===== config.mk =====
export PLATFORM = sky130hd
export DESIGN_NAME = spi_rtc_target
export DESIGN_NICKNAME = d
export VERILOG_FILES = /design/src/rtl/spi_rtc_pkg.sv /design/src/rtl/spi_rtc_sync.sv /design/src/rtl/spi_rtc_shifter.sv /design/src/rtl/spi_rtc_cmd.sv /design/src/rtl/spi_rtc_target.sv
export SDC_FILE = /design/constraint.sdc
export NUM_CORES = 1
export LEC_CHECK = 0
export BUFFER_PORTS_ARGS = -buffer_cell sky130_fd_sc_hd__buf_4
export CAP_MARGIN = 20
export CORE_UTILIZATION = 49
export DETAILED_ROUTE_END_ITERATION = 12
export GPL_TIMING_DRIVEN = 0
export PLACE_DENSITY = 0.69
export SETUP_SLACK_MARGIN = 0.05
export SLEW_MARGIN = 20
export SYNTH_ARGS = -nofsm -noshare
export SYNTH_HDL_FRONTEND = slang
export SYNTH_SLANG_ARGS = --single-unit

===== constraint.sdc =====
create_clock -name clk_i -period 5.2 [get_ports clk_i]
set_clock_uncertainty 0.2 [all_clocks]
set_input_delay 0.26 -clock clk_i [delete_from_list [all_inputs] [get_ports clk_i]]
set_output_delay 0.26 -clock clk_i [all_outputs]
set_load 0.05 [all_outputs]

===== src/rtl/spi_rtc_pkg.sv =====
package spi_rtc_pkg;
  localparam int unsigned BYTE_W   = 8;
  localparam int unsigned ADDR_W   = 4;
  localparam int unsigned SINGLE_B = 3;
  localparam int unsigned READ_B   = 2;

  typedef enum logic [1:0] {
    PH_CMD,
    PH_DATA,
    PH_DONE
  } phase_e;
endpackage


===== src/rtl/spi_rtc_sync.sv =====
module spi_rtc_sync #(
  parameter int unsigned W      = 3,
  parameter int unsigned STAGES = 2
) (
  input  logic         clk_i,
  input  logic         rst_ni,
  input  logic [W-1:0] d_i,
  output logic [W-1:0] q_o
);
  logic [W-1:0] chain_q [STAGES];

  for (genvar s = 0; s < STAGES; s++) begin : g_stage
    always_ff @(posedge clk_i or negedge rst_ni) begin
      if (!rst_ni) chain_q[s] <= '0;
      else if (s == 0) chain_q[s] <= d_i;
      else chain_q[s] <= chain_q[(s == 0) ? 0 : s-1];
    end
  end

  assign q_o = chain_q[STAGES-1];
endmodule


===== src/rtl/spi_rtc_shifter.sv =====
module spi_rtc_shifter #(
  parameter int unsigned DW = 8
) (
  input  logic          clk_i,
  input  logic          rst_ni,
  input  logic          cs_i,
  input  logic          sclk_i,
  input  logic          mosi_i,
  input  logic          load_i,
  input  logic [DW-1:0] load_data_i,
  output logic          byte_vld_o,
  output logic [DW-1:0] byte_o,
  output logic          miso_o
);
  localparam int unsigned CW = $clog2(DW);

  logic          sclk_d;
  logic          rise, fall;
  logic [CW-1:0] cnt_q;
  logic [DW-2:0] rx_q;
  logic [DW-1:0] tx_q;
  logic          miso_q;

  assign rise = cs_i & sclk_i & ~sclk_d;
  assign fall = cs_i & ~sclk_i & sclk_d;

  always_ff @(posedge clk_i or negedge rst_ni) begin
    if (!rst_ni) begin
      sclk_d     <= 1'b0;
      cnt_q      <= '0;
      rx_q       <= '0;
      tx_q       <= '0;
      miso_q     <= 1'b0;
      byte_vld_o <= 1'b0;
      byte_o     <= '0;
    end else begin
      sclk_d     <= sclk_i;
      byte_vld_o <= 1'b0;
      if (!cs_i) begin
        cnt_q  <= '0;
        rx_q   <= '0;
        tx_q   <= '0;
        miso_q <= 1'b0;
      end else begin
        // mode 1: drive on rise, sample on fall
        if (load_i) begin
          tx_q <= load_data_i;
        end else if (rise) begin
          miso_q <= tx_q[DW-1];
          tx_q   <= {tx_q[DW-2:0], 1'b0};
        end
        if (fall) begin
          rx_q  <= {rx_q[DW-3:0], mosi_i};
          cnt_q <= cnt_q + CW'(1);
          if (cnt_q == CW'(DW-1)) begin
            byte_vld_o <= 1'b1;
            byte_o     <= {rx_q, mosi_i};
          end
        end
      end
    end
  end

  assign miso_o = miso_q;

  AST_CNT_CLEAR: assert property (@(posedge clk_i) disable iff (!rst_ni)
    !cs_i |=> (cnt_q == '0)) else $error("bit count not cleared");
  AST_VLD_PULSE: assert property (@(posedge clk_i) disable iff (!rst_ni)
    byte_vld_o |=> !byte_vld_o) else $error("byte valid held");
endmodule


===== src/rtl/spi_rtc_cmd.sv =====
module spi_rtc_cmd
  import spi_rtc_pkg::*;
#(
  parameter int unsigned          AW       = ADDR_W,
  parameter int unsigned          DW       = BYTE_W,
  parameter logic [ADDR_W-1:0]    SEC_ADDR = '0,
  parameter logic [BYTE_W-1:0]    SEC_MASK = 8'h7f
) (
  input  logic          clk_i,
  input  logic          rst_ni,
  input  logic          cs_i,
  input  logic          byte_vld_i,
  input  logic [DW-1:0] byte_i,
  output logic [AW-1:0] reg_addr_o,
  output logic          reg_wr_o,
  output logic [DW-1:0] reg_wdata_o,
  output logic          reg_rd_o,
  input  logic [DW-1:0] reg_rdata_i,
  output logic          load_o,
  output logic [DW-1:0] load_data_o
);
  phase_e        phase_q;
  logic [AW-1:0] addr_q;
  logic          single_q, read_q, wr_q, rd_q;
  logic [DW-1:0] wdata_q;
  logic          unused_mode;

  assign unused_mode = ^byte_i[READ_B-1:0];

  always_ff @(posedge clk_i or negedge rst_ni) begin
    if (!rst_ni) begin
      phase_q  <= PH_CMD;
      addr_q   <= '0;
      single_q <= 1'b0;
      read_q   <= 1'b0;
      wr_q     <= 1'b0;
      rd_q     <= 1'b0;
      wdata_q  <= '0;
    end else if (!cs_i) begin
      phase_q <= PH_CMD;
      wr_q    <= 1'b0;
      rd_q    <= 1'b0;
    end else begin
      wr_q <= 1'b0;
      rd_q <= 1'b0;
      if (wr_q && !single_q) addr_q <= addr_q + AW'(1);
      if (byte_vld_i) begin
        unique case (phase_q)
          PH_CMD: begin
            addr_q   <= byte_i[DW-1 -: AW];
            single_q <= byte_i[SINGLE_B];
            read_q   <= byte_i[READ_B];
            rd_q     <= byte_i[READ_B];
            phase_q  <= PH_DATA;
          end
          PH_DATA: begin
            if (read_q) begin
              if (!single_q) begin
                addr_q <= addr_q + AW'(1);
                rd_q   <= 1'b1;   // prefetch next register
              end
            end else begin
              wr_q    <= 1'b1;
              wdata_q <= byte_i;
            end
            if (single_q) phase_q <= PH_DONE;
          end
          default: ;
        endcase
      end
    end
  end

  assign reg_addr_o  = addr_q;
  assign reg_wr_o    = wr_q;
  assign reg_wdata_o = wdata_q;
  assign reg_rd_o    = rd_q;
  assign load_o      = rd_q;
  assign load_data_o = (addr_q == SEC_ADDR) ? (reg_rdata_i & SEC_MASK) : reg_rdata_i;

  AST_STROBE_EXCL: assert property (@(posedge clk_i) disable iff (!rst_ni)
    $onehot0({reg_wr_o, reg_rd_o})) else $error("read and write together");
  AST_WR_AFTER_BYTE: assert property (@(posedge clk_i) disable iff (!rst_ni)
    reg_wr_o |-> $past(byte_vld_i)) else $error("write without full byte");
  AST_BURST_STEP: assert property (@(posedge clk_i) disable iff (!rst_ni)
    (reg_wr_o && !single_q && cs_i) |=> (addr_q == $past(addr_q) + AW'(1)))
    else $error("burst address not stepped");
  AST_IDLE_QUIET: assert property (@(posedge clk_i) disable iff (!rst_ni)
    !cs_i |=> (!reg_wr_o && !reg_rd_o)) else $error("strobe while idle");
endmodule


===== src/rtl/spi_rtc_target.sv =====
module spi_rtc_target
  import spi_rtc_pkg::*;
#(
  parameter int unsigned SYNC_STAGES = 2
) (
  input  logic              clk_i,
  input  logic              rst_ni,
  input  logic              cs_i,
  input  logic              sclk_i,
  input  logic              mosi_i,
  output logic              miso_o,
  output logic              miso_oe_o,
  output logic [ADDR_W-1:0] reg_addr_o,
  output logic              reg_wr_o,
  output logic [BYTE_W-1:0] reg_wdata_o,
  output logic              reg_rd_o,
  input  logic [BYTE_W-1:0] reg_rdata_i
);
  logic              cs_s, sclk_s, mosi_s;
  logic              byte_vld;
  logic [BYTE_W-1:0] byte_d;
  logic              load;
  logic [BYTE_W-1:0] load_data;
  logic              miso_raw;

  spi_rtc_sync #(.W(3), .STAGES(SYNC_STAGES)) u_sync (
    .clk_i  (clk_i),
    .rst_ni (rst_ni),
    .d_i    ({cs_i, sclk_i, mosi_i}),
    .q_o    ({cs_s, sclk_s, mosi_s})
  );

  spi_rtc_shifter #(.DW(BYTE_W)) u_shift (
    .clk_i       (clk_i),
    .rst_ni      (rst_ni),
    .cs_i        (cs_s),
    .sclk_i      (sclk_s),
    .mosi_i      (mosi_s),
    .load_i      (load),
    .load_data_i (load_data),
    .byte_vld_o  (byte_vld),
    .byte_o      (byte_d),
    .miso_o      (miso_raw)
  );

  spi_rtc_cmd #(.AW(ADDR_W), .DW(BYTE_W)) u_cmd (
    .clk_i       (clk_i),
    .rst_ni      (rst_ni),
    .cs_i        (cs_s),
    .byte_vld_i  (byte_vld),
    .byte_i      (byte_d),
    .reg_addr_o  (reg_addr_o),
    .reg_wr_o    (reg_wr_o),
    .reg_wdata_o (reg_wdata_o),
    .reg_rd_o    (reg_rd_o),
    .reg_rdata_i (reg_rdata_i),
    .load_o      (load),
    .load_data_o (load_data)
  );

  assign miso_oe_o = cs_s;
  assign miso_o    = cs_s & miso_raw;

  AST_SEC_MSB: assert property (@(posedge clk_i) disable iff (!rst_ni)
    (reg_rd_o && reg_addr_o == '0) |=> !u_shift.tx_q[BYTE_W-1])
    else $error("seconds msb loaded");
endmodule


==> flow_metrics.tcl <==
set metrics [dict create \
    hold_depth 2 \
    drv_cap 0 \
    placementRows 24 \
    drc 3 \
    worstHoldStart "reg_rdata_i[0]" \
    drt-pass1-iter-count 8 \
    crit_type "reg -> out" \
    nets 250 \
    async_flop_share_pct 100 \
    insertion_delay_ns 0.30 \
    initial_utilization_pct 52.0 \
    ys.flop_type "dfrtp_1" \
    r2r-end "u_cmd.single_q" \
    grt_pass1_wl_um 7390 \
    synthDistinctLibCells 38 \
    synth.avg_cell_area_um2 11.9 \
    seqPwrFrac_pct 57.1 \
    numCtsBuffers 5 \
    coreArea_um2 4440 \
    hold_class "in -> reg" \
    via_count 1556 \
    leakage_uw 0.00138 \
    final-seq-area_um2 1330 \
    fp.dieArea_um2 4990 \
    outcome "finished, violations left" \
    viasPerCell 5.44 \
    wl_per_cell_um 15.2 \
    area_growth_pct 18.7 \
    power_switching_uw 149 \
    pin_count 29 \
    combPwrFrac_pct 4.6 \
    final-setup-viol-count 0 \
    clk_path_buf_depth 2 \
    cts_tree "built" \
    ir_drop_uv 158 \
    cts_root_buf "clkbuf_8" \
    place_congestion 0.846 \
    period_minus_slack_ns 2.30 \
    maxSlewViolCount 0 \
    switching_share_pct 20.3 \
    finalPower_uw 735 \
    antenna_found_initial 0 \
    n_fill_cell 363 \
    r2r-start "u_cmd.phase_q[0]" \
    clk_pin_slew_ns 0.09 \
    grt_usage_pct 18.9 \
    dp_hpwl_um 3030 \
    netlist_area_um2 2310 \
    crit_fanout 10 \
    netlist_instances 194 \
    drive_gt1_share_pct 28.2 \
    yosysWarnings 0 \
    finalCritPeriodShare_pct 44.3 \
    max_slew_margin_pct 56.6 \
    cts_sinks 53 \
    rsz0062_at_grt "no" \
    fp.dieW_um 70.7 \
    max_freq_mhz 434 \
    ff2ff_setup_slack_ns 3.37 \
    multiInputGateArea_um2 928 \
    final.setup.tns_ns 0 \
    ys_seq_elements 53 \
    drt_wl_total_um 4350 \
    violations "DRC" \
    r2r_cells 4 \
    cp.arrival_ns 1.84 \
    fp.dieH_um 70.7 \
    post_cts_buffers 0 \
    first_iter_violations 95 \
    power.density_nw_per_um2 268 \
    hold_viol_final 0 \
    internal_power_uw 586 \
    ant_nets 0 \
    synth-edff-count 0 \
    grt-ovfl-total 0 \
    pre_cts_ws_ns 3.19 \
    h-tree-depth 2 \
    grt_max_degree 54 \
    setup_ws_ns 2.90 \
    hold_end "u_shift.tx_q[0]" \
    syn-num-nets 211 \
    clkPwrFrac_pct 38.4 \
    yosysSeqAreaShare_pct 57.4 \
    cp.required_ns 4.74 \
    port_buffers 28 \
    cp-start-kind "register" \
    num_antenna_cells 0 \
    worstMarginPinSlew_ns 0.652 \
    grt_pass1_vias 1554 \
    crit_path_end_kind "output pin" \
]
[cells by family after synthesis]
family                     synth area share (%)
buffers and inverters                      2.38
DFF                                        57.4
AOI/OAI and AO/OA                          12.1
muxes                                      11.4
and+or+nand+nor                            13.4
adders and majority gates                  2.17
xor gates and xnor gates                   1.14
[per-stage QoR]
| stage | hold slack (ns) | util [%] | cells | area (um^2) |
|---|---|---|---|---|
| finish | 0.0270 | 61.7 | 286 | 2740 |
| global route | 0.0105 | 61.7 | 286 | 2740 |
| CTS | 0.0193 | 61.7 | 286 | 2740 |
| detailed placement | 0.136 | 58.2 | 274 | 2580 |
| global placement | 0.122 | 58.2 | 274 | 2580 |
| floorplan | -0.236 | - | 194 | 2310 |
[state kept, by name, summed over array words and instances (netlist names), 2 cells and up]
| register | flops |
|---|---|
| u_shift.tx_q | 8 |
| u_cmd.reg_addr_o | 4 |
| u_sync.chain_q | 3 |
| u_sync.q_o | 3 |
| u_shift.byte_o | 8 |
| u_cmd.phase_q | 2 |
| u_cmd.reg_wdata_o | 8 |
| u_shift.rx_q | 7 |
| u_shift.cnt_q | 3 |
[worst max-delay path by stage]
stage | startpoint | to | slack [ns] | cells past startpoint
global placement | u_sync.q_o[2] | miso_o | 3.18 | 4
floorplan | u_sync.q_o[2] | miso_o | 3.03 | 3
CTS | u_sync.q_o[2] | miso_o | 2.85 | 4
finish | u_sync.q_o[2] | miso_o | 2.90 | 4
detailed placement | u_sync.q_o[2] | miso_o | 3.19 | 4
global route | u_sync.q_o[2] | miso_o | 2.77 | 4
[synth_stat cells, types with 2 or more instances]
cell type	number	share of area (%)
dfrtp_1	53	57
nand2_1	21	3.4
mux2_2	18	8.8
o21ai_0	14	3.0
nor2_1	9	1.5
buf_2	7	1.5
nor2b_1	7	1.9
a22o_1	6	2.3
mux2i_1	6	2.6
and2_1	5	1.4
ha_1	4	2.2
nand2b_1	4	1.1
inv_1	3	0.49
nand3_1	3	0.65
nor3_1	3	0.65
a221o_1	2	0.87
a31oi_1	2	0.54
a32o_1	2	0.87
and3b_1	2	0.76
nand2_2	2	0.54
o211a_1	2	0.87
o21bai_1	2	0.65
xnor2_1	2	0.76
[power groups by stage]
stage	Combinational, uW	Clock (uW)	Sequential, uW
after floorplan	11.5	0	428
after global placement	31.0	0	428
after detailed placement	32.1	0	428
after CTS	34.6	291	420
after global routing	37.6	306	420
final	33.6	282	419
[cell usage in the layout, fill, tap and decap left out, drive strengths merged, types with 3 or more instances in the layout]
| master | synthesis | final |
|---|---|---|
| clkbuf | 2 | 9 |
| dfrtp | 53 | 53 |
| nand2 | 23 | 23 |
| dlygate4sd3 | 0 | 4 |
| nor2 | 9 | 9 |
| nand3 | 3 | 3 |
| inv | 3 | 3 |
| and2 | 5 | 5 |
| mux2i | 6 | 6 |
| nor2b | 7 | 7 |
| a22o | 6 | 6 |
| buf | 7 | 35 |
| ha | 4 | 4 |
| nand2b | 4 | 4 |
| mux2 | 18 | 18 |
| o21ai | 14 | 14 |
| nor3 | 4 | 4 |
[final cells by class]
type                       instances  area share, %
buffer                             9           1.60
clock buffer                       7           3.15
clock inverter                     1           1.10
inverter                           3          0.411
multi-input combinational        129           33.9
sequential                        53           48.4
tap                               52           2.37
timing repair buffer              32           9.13
[critical path, cell delays in order (launching register included)]
cell and delay [ns]:
dfrtp_1 0.54, buf_2 0.28, clkbuf_1 0.35, and2_1 0.19
buf_4 0.19
[repair_timing]
action                                 4_1_cts  5_1_grt
endpoints found under the hold margin       56        0
hold buffers                                 4        0
resized for setup                            0        0
[metal layers]
layer  part of all wire [%]  global-route usage, %  vias to the layer above  wire length [um]
li1                       -                      -                      759                 -
met1                     48                   25.5                      766              2070
met2                     49                   31.2                       27              2130
met3                    2.8                   4.13                        4               120
met4                   0.53                   5.11                        0                23
met5                      0                      0                        -                 0
No activity file was read; power rests on OpenSTA's default activity.
